$ cat config.mk
export PLATFORM = sky130hd
export DESIGN_NAME = txser_top
export DESIGN_NICKNAME = d
export VERILOG_FILES = /design/src/rtl/txser_pkg.sv /design/src/rtl/txs_phase_gen.sv /design/src/rtl/txs_word_stage.sv /design/src/rtl/txs_shifter.sv /design/src/rtl/txser_top.sv
export SDC_FILE = /design/constraint.sdc
export NUM_CORES = 1
export LEC_CHECK = 0
export BUFFER_PORTS_ARGS = -buffer_cell sky130_fd_sc_hd__buf_2
export CAP_MARGIN = 25
export CORE_UTILIZATION = 54
export DETAILED_ROUTE_END_ITERATION = 8
export PLACE_DENSITY = 0.73
export RECOVER_POWER = 50
export SYNTH_ARGS = -nofsm -noshare
export SYNTH_HDL_FRONTEND = slang
export SYNTH_SLANG_ARGS = --single-unit
$ cat constraint.sdc
create_clock -name clk -period 3 [get_ports clk]
set_input_delay 0.6 -clock clk [delete_from_list [all_inputs] [get_ports clk]]
set_output_delay 0.6 -clock clk [all_outputs]
set_load 0.05 [all_outputs]
$ cat src/rtl/txser_pkg.sv
package txser_pkg;

  localparam int unsigned TXS_WORD_W = 10;
  localparam int unsigned TXS_HALF_W = TXS_WORD_W / 2;
  localparam int unsigned TXS_PH_W   = $clog2(TXS_WORD_W);
  localparam int unsigned TXS_LFSR_W = 7;

  typedef logic [TXS_WORD_W-1:0] txs_word_t;
  typedef logic [TXS_HALF_W-1:0] txs_half_t;
  typedef logic [TXS_PH_W-1:0]   txs_phase_t;
  typedef logic [TXS_LFSR_W-1:0] txs_lfsr_t;

  // Reference-clock edge events, each one bit_en pulse wide
  typedef struct packed {
    logic rise;
    logic fall;
  } ref_edge_t;

  // One generator step: shift left, feed in XOR of the two top bits
  function automatic txs_lfsr_t lfsr_step(input txs_lfsr_t s);
    return {s[TXS_LFSR_W-2:0], s[TXS_LFSR_W-1] ^ s[TXS_LFSR_W-2]};
  endfunction

  // Word built from successive top bits, first step in bit 0
  function automatic txs_word_t lfsr_word(input txs_lfsr_t s);
    txs_lfsr_t st;
    txs_word_t w;
    st = s;
    w  = '0;
    for (int i = 0; i < TXS_WORD_W; i++) begin
      w[i] = st[TXS_LFSR_W-1];
      st   = lfsr_step(st);
    end
    return w;
  endfunction

  // State after one full word of steps
  function automatic txs_lfsr_t lfsr_skip(input txs_lfsr_t s);
    txs_lfsr_t st;
    st = s;
    for (int i = 0; i < TXS_WORD_W; i++) begin
      st = lfsr_step(st);
    end
    return st;
  endfunction

endpackage

$ cat src/rtl/txs_phase_gen.sv
module txs_phase_gen
  import txser_pkg::*;
(
  input  logic       clk,
  input  logic       rst_n,
  input  logic       bit_en,
  output txs_phase_t phase,
  output ref_edge_t  edges,
  output logic       ref_clk
);

  localparam txs_phase_t PH_LAST = TXS_PH_W'(TXS_WORD_W - 1);
  localparam txs_phase_t PH_FALL = TXS_PH_W'(TXS_HALF_W - 1);
  localparam txs_phase_t PH_HALF = TXS_PH_W'(TXS_HALF_W);

  always_ff @(posedge clk or negedge rst_n) begin
    if (!rst_n) begin
      phase <= '0;
    end else if (bit_en) begin
      phase <= (phase == PH_LAST) ? '0 : phase + TXS_PH_W'(1);
    end
  end

  assign edges.rise = bit_en && (phase == PH_LAST);
  assign edges.fall = bit_en && (phase == PH_FALL);
  assign ref_clk    = (phase < PH_HALF);

endmodule

$ cat src/rtl/txs_word_stage.sv
module txs_word_stage
  import txser_pkg::*;
#(
  parameter txs_lfsr_t SEED = '1
)(
  input  logic      clk,
  input  logic      rst_n,
  input  ref_edge_t edges,
  input  logic      narrow_mode,
  input  logic      pat_en,
  input  txs_word_t tx_data,
  output txs_word_t stage_word
);

  txs_half_t lo_q;
  txs_half_t hi_q;
  txs_lfsr_t lfsr_q;
  txs_word_t joined;
  txs_word_t pat_word;
  txs_word_t next_word;

  // Per-bit source select: wide capture or the two held halves
  for (genvar g = 0; g < TXS_HALF_W; g++) begin : g_join
    assign joined[g]              = narrow_mode ? lo_q[g] : tx_data[g];
    assign joined[g + TXS_HALF_W] = narrow_mode ? hi_q[g] : tx_data[g + TXS_HALF_W];
  end

  assign pat_word  = lfsr_word(lfsr_q);
  assign next_word = pat_en ? pat_word : joined;

  always_ff @(posedge clk or negedge rst_n) begin
    if (!rst_n) begin
      lo_q       <= '0;
      hi_q       <= '0;
      lfsr_q     <= SEED;
      stage_word <= '0;
    end else begin
      if (edges.rise) begin
        stage_word <= next_word;
        lo_q       <= tx_data[TXS_HALF_W-1:0];
        if (pat_en) begin
          lfsr_q <= lfsr_skip(lfsr_q);
        end
      end
      if (edges.fall) begin
        hi_q <= tx_data[TXS_HALF_W-1:0];
      end
    end
  end

endmodule

$ cat src/rtl/txs_shifter.sv
module txs_shifter
  import txser_pkg::*;
(
  input  logic      clk,
  input  logic      rst_n,
  input  logic      bit_en,
  input  logic      load,
  input  txs_word_t load_word,
  output txs_word_t shreg,
  output logic      ser_out,
  output logic      word_strobe
);

  txs_word_t shift_nxt;

  for (genvar g = 0; g < TXS_WORD_W; g++) begin : g_shift
    if (g == TXS_WORD_W - 1) begin : g_top
      assign shift_nxt[g] = 1'b0;
    end else begin : g_mid
      assign shift_nxt[g] = shreg[g + 1];
    end
  end

  always_ff @(posedge clk or negedge rst_n) begin
    if (!rst_n) begin
      shreg       <= '0;
      word_strobe <= 1'b0;
    end else begin
      word_strobe <= load;
      if (load) begin
        shreg <= load_word;
      end else if (bit_en) begin
        shreg <= shift_nxt;
      end
    end
  end

  assign ser_out = shreg[0];

endmodule

$ cat src/rtl/txser_top.sv
module txser_top
  import txser_pkg::*;
#(
  parameter txs_lfsr_t PAT_SEED = '1
)(
  input  logic                  clk,
  input  logic                  rst_n,
  input  logic                  bit_en,
  input  logic                  narrow_mode,
  input  logic                  pat_en,
  input  logic [TXS_WORD_W-1:0] tx_data,
  output logic                  ser_out,
  output logic                  ref_clk,
  output logic                  word_strobe
);

  txs_phase_t phase_q;
  ref_edge_t  edge_ev;
  txs_word_t  stage_word;
  txs_word_t  shreg_q;

  txs_phase_gen u_phase (
    .clk     (clk),
    .rst_n   (rst_n),
    .bit_en  (bit_en),
    .phase   (phase_q),
    .edges   (edge_ev),
    .ref_clk (ref_clk)
  );

  txs_word_stage #(.SEED(PAT_SEED)) u_stage (
    .clk         (clk),
    .rst_n       (rst_n),
    .edges       (edge_ev),
    .narrow_mode (narrow_mode),
    .pat_en      (pat_en),
    .tx_data     (tx_data),
    .stage_word  (stage_word)
  );

  txs_shifter u_shift (
    .clk         (clk),
    .rst_n       (rst_n),
    .bit_en      (bit_en),
    .load        (edge_ev.rise),
    .load_word   (stage_word),
    .shreg       (shreg_q),
    .ser_out     (ser_out),
    .word_strobe (word_strobe)
  );

endmodule

# Word-level counts from Yosys, hierarchy flattened
# Cells that the tools add are included.
# Widths: inputs -> output; s select.
word_totals:
  output_inout_bits: 3
  regBits: 42
  in_bits: 15
  wordCells: 39
classes:
  muxes: 14
  add_sub_neg: 1
  reduce_logical: 4
  n_eq_ne: 2
  bitwise: 10
  magnitude_cmp: 1
ops:
  columns: ["op", "count"]
  rows:
  - ["$mux 10", 3]
  - ["$mux 1", 10]
  - ["$xor 1x1->1", 10]
  - ["$add 4x1->4 const B", 1]
  - ["$eq 4x3->1 const B", 1]
  - ["$eq 4x4->1 const B", 1]
  - ["$lt 4x3->1 const B", 1]
  - ["$mux 4", 1]
  - ["$logic_and 1x1->1", 2]
  - ["$reduce_and 2->1", 1]
  - ["$reduce_bool 2->1", 1]

# Longest topological paths before layout
logic_depth:
  word_depth: 3
  mapped_depth: 5
  depth_no_buf: 3

# Cells and area by module
# From an unflattened synthesis, not the netlist that was laid out.
unflattened:
  cells_unflattened: 181
  hier_area_um2: 1978.1
by_module_without_submodules:
  columns: ["module", "cells_each", "area_per_inst_um2", "instances", "seq_area_each_um2"]
  rows:
  - ["txs_word_stage", 114, 1275.0, 1, 684.4]
  - ["txs_shifter", 45, 496.7, 1, 275.3]
  - ["txs_phase_gen", 22, 206.4, 1, 100.1]

# Least setup slack after synthesis
# Ideal clock, no wire load.
synth_path:
  path_kind: "flip-flop to output port"
  startpoint: "reg u_phase.phase[0]"
  endpoint: "out ref_clk"
  setup_slack_ns: 1.132
  required_ns: 2.400
  t_arrival_ns: 1.268
  stages_incl_launch_ff: 5
  n_path_buf: 1
  path_cell_list: "dfrtp_1 > buf_2 > nor2_1 > nor2_1 > nor2_1"
synth_between:
  elab_chain_cells: 1
synth_lines:
  columns: ["item", "line", "source"]
  rows:
  - ["from (decl)", "txs_phase_gen.sv:7", "output txs_phase_t phase,"]
  - ["from (signal assigned)", "txs_phase_gen.sv:20", "phase <= (phase == PH_LAST) ? '0 : phase + TXS_PH_W'(1);"]
  - ["$lt 4x3->1", "txs_phase_gen.sv:26", "assign ref_clk = (phase < PH_HALF);"]
  - ["to (decl)", "txser_top.sv:13", "output logic ref_clk,"]
# Every way passes these cells.

# Worst setup path in the final report
# Ends and elaborated chain as after synthesis.

==> metrics.csv <==
metric;value;unit
total negative setup slack;0;ns
required time reported for the critical path endpoint;2.40;ns
clock period minus worst slack;1.89;ns
count of distinct cell types in the synthesized netlist;26;
Hold Crit Class;in -> async;
result of the run;complete, no violations;
Tightest Pin Transition;0.896;ns
part of the Yosys area used for sequential elements;0.514;
endpoint kind of the worst setup timing path;output port;
overall routing resource usage;0.212;
CP Max Fanout;8;
area inside the core boundary;3660;um2
leakage component of the power;1.04;nW
buffer depth of the longest clock path;2;
Avg WL per Cell;15.5;um
initial antenna violation count;0;
clock transition at the registers of the reported paths;0.08;ns
pins over their slew limit;0;
antenna-violating nets left;0;
Relative slew margins;0.403;
Post-Syn Nets;182;
Max Clock Freq;530;MHz
pre-CTS WS;1.18;ns
category of the critical setup timing path;reg -> out;
CTS tree;done;
share of final-layout standard cells stronger than drive strength 1;0.339;
setup violators final;0;
first-pass GRT wire length;6.48;mm
highest-count cells in the layout ignoring fill and taps;dfrtp_1, mux2i_1, mux2_2, buf_2, nor2_1;
most common cell after layout, fill and taps aside;dfrtp_1;
dpl hpwl;2.64;mm
number of DRC violations after detailed routing;0;
Critical Path AT;1.29;ns
sequential cell fraction of total power;0.477;
total of warnings raised by yosys;0;
count of endpoints failing hold in the final timing report;0;
average vias per placed instance;5.21;
Total Routed Length;3.57;mm
total power per unit cell area;843;nW/um2
insertion delay of the later-clocked pin in the worst-skew pair;0.29;ns
die footprint;4070;um2
total global routing overflow;0;
number of nets in the final layout;197;
internal power;1.30;mW
vias in the first global route;1335;
depth of the CTS H-tree;2;
height of the die;63.8;um
setup repair after global routing missed its margin;no;
Area growth syn-to-layout;9.10;%
initial drt markers;37;
origin of the worst setup path;u_phase.phase[0];
width of the die;63.8;um
Vias;1203;
number of cells upsized or downsized after cts;0;
buffers inserted during post-CTS setup optimization;0;
number of diodes added for antenna fixing;0;
routability cong.;0.791;
crit start category;flip-flop;
IO Pins;18;
Rows;22;
Root Driver;clkbuf_8;
number of synthesized register bits;42;
Sw Pwr;0.598;mW
Clock Skew;0.00388;ns
final setup margin;1.11;ns
post-synthesis cell count;167;
final clock period utilization by the worst path;0.629;
TritonCTS sink count;42;
initial standard-cell utilization of the core;0.564;
Syn Area/Cell;12.4;um2
clock share of power;0.231;
number of max-cap violations;0;
combinational fraction of design power;0.292;
cts bufs inserted;5;
I/O Buffers;17;
hold buffer count at cts;0;
maximum number of pins on one net before global-route repair;43;
r2r startpoint;u_phase.phase[1];
Post-Synthesis Cell Area;2060;um2
switching share of power;0.316;
Worst IR Drop VDD;0.000405;V
router iterations before antenna repair;4;
[area by class of cell]
type | count | area (um2)
clock buffer | 5 | 68.8
clock inverter | 3 | 40.0
tap | 48 | 60.1
inverter | 3 | 11.3
fill | 307 | 1410
timing repair buffer | 18 | 87.6
multi-input combinational | 112 | 923
sequential | 42 | 1060
[through the flow]
| step | hold slack (ns) | total power, mW | instances | instance area (um2) | util |
|---|---|---|---|---|---|
| floorplan | 0.304 | 1.35 | 167 | 2060 | - |
| global placement | 0.489 | 1.44 | 223 | 2150 | 0.586 |
| detailed placement | 0.495 | 1.47 | 223 | 2150 | 0.586 |
| CTS | 0.458 | 1.91 | 231 | 2260 | 0.616 |
| global route | 0.504 | 2.01 | 231 | 2250 | 0.615 |
| finish | 0.428 | 1.90 | 231 | 2250 | 0.615 |
[final timing paths]
path,endpoint,slack [ns],cells past startpoint
setup reg to reg,u_stage.stage_word[3],1.43,3
min in group clk,u_stage.hi_q[3],0.51,1
max in group asynchronous,u_stage.hi_q[4],2.01,1
hold / removal,u_phase.phase[0],0.43,1
setup / recovery,ref_clk,1.11,4
hold reg to reg,u_stage.hi_q[3],0.51,1
[sequential cells by signal (all words and copies together), names as in the netlist]
register and cells:
u_stage.stage_word 10, u_stage.lo_q 5, u_shift.word_strobe 1, u_phase.phase 4, u_shift.shreg 10, u_stage.lfsr_q 7, u_stage.hi_q 5
[cells by family (layout without fill, tap and decap cells)]
logic type | after synthesis | after routing | share of synthesized area
buf+inv | 13 | 29 | 0.0388
flops | 42 | 42 | 0.514
xor+xnor | 12 | 12 | 0.0509
compound gates | 20 | 20 | 0.0503
mux | 50 | 50 | 0.276
simple gates | 30 | 30 | 0.0703
[layer usage]
layer  wire [um]  share of wire  GRT usage  vias to the layer above
met1        1700           0.48      0.287                      576
met3          88          0.025     0.0482                        6
li1            -              -          -                      603
met4          53          0.015     0.0710                        0
met2        1730           0.48      0.338                       18
met5           0              0          0                        -
[critical path, stage by stage (launching register included)]
cell and delay, ns:
dfrtp_1 0.48, nor2_1 0.13, nor2_1 0.04, nor2_1 0.08, buf_2 0.26
[Yosys cell counts]
cell type	n	area, um2
mux2_4	9	135
and2b_4	1	10.0
nand3_1	3	15.0
o22ai_1	1	6.26
dfstp_2	7	184
nor2_1	13	48.8
xnor2_1	5	43.8
xor2_1	7	61.3
and4bb_2	1	12.5
dfrtp_1	35	876
nor3_1	1	5.00
clkbuf_1	4	15.0
buf_4	1	7.51
buf_12	1	20.0
mux2i_1	22	220
nand4_1	1	6.26
inv_1	3	11.3
a21oi_1	10	50.1
a21o_1	1	7.51
nand2_1	8	30.0
buf_6	1	11.3
o21ai_0	8	40.0
nor2b_1	1	6.26
mux2_2	19	214
and3_4	1	11.3
buf_2	3	15.0
[power by group through the flow]
stage | Sequential, mW | Combinational, mW | Clock [mW]
6_report | 0.905 | 0.553 | 0.438
3_5_place_dp | 0.916 | 0.557 | 0
4_1_cts | 0.904 | 0.560 | 0.447
5_1_grt | 0.929 | 0.606 | 0.473
2_1_floorplan | 0.880 | 0.472 | 0
3_3_place_gp | 0.898 | 0.540 | 0
Note: power is estimated with default switching activity, not from simulation.
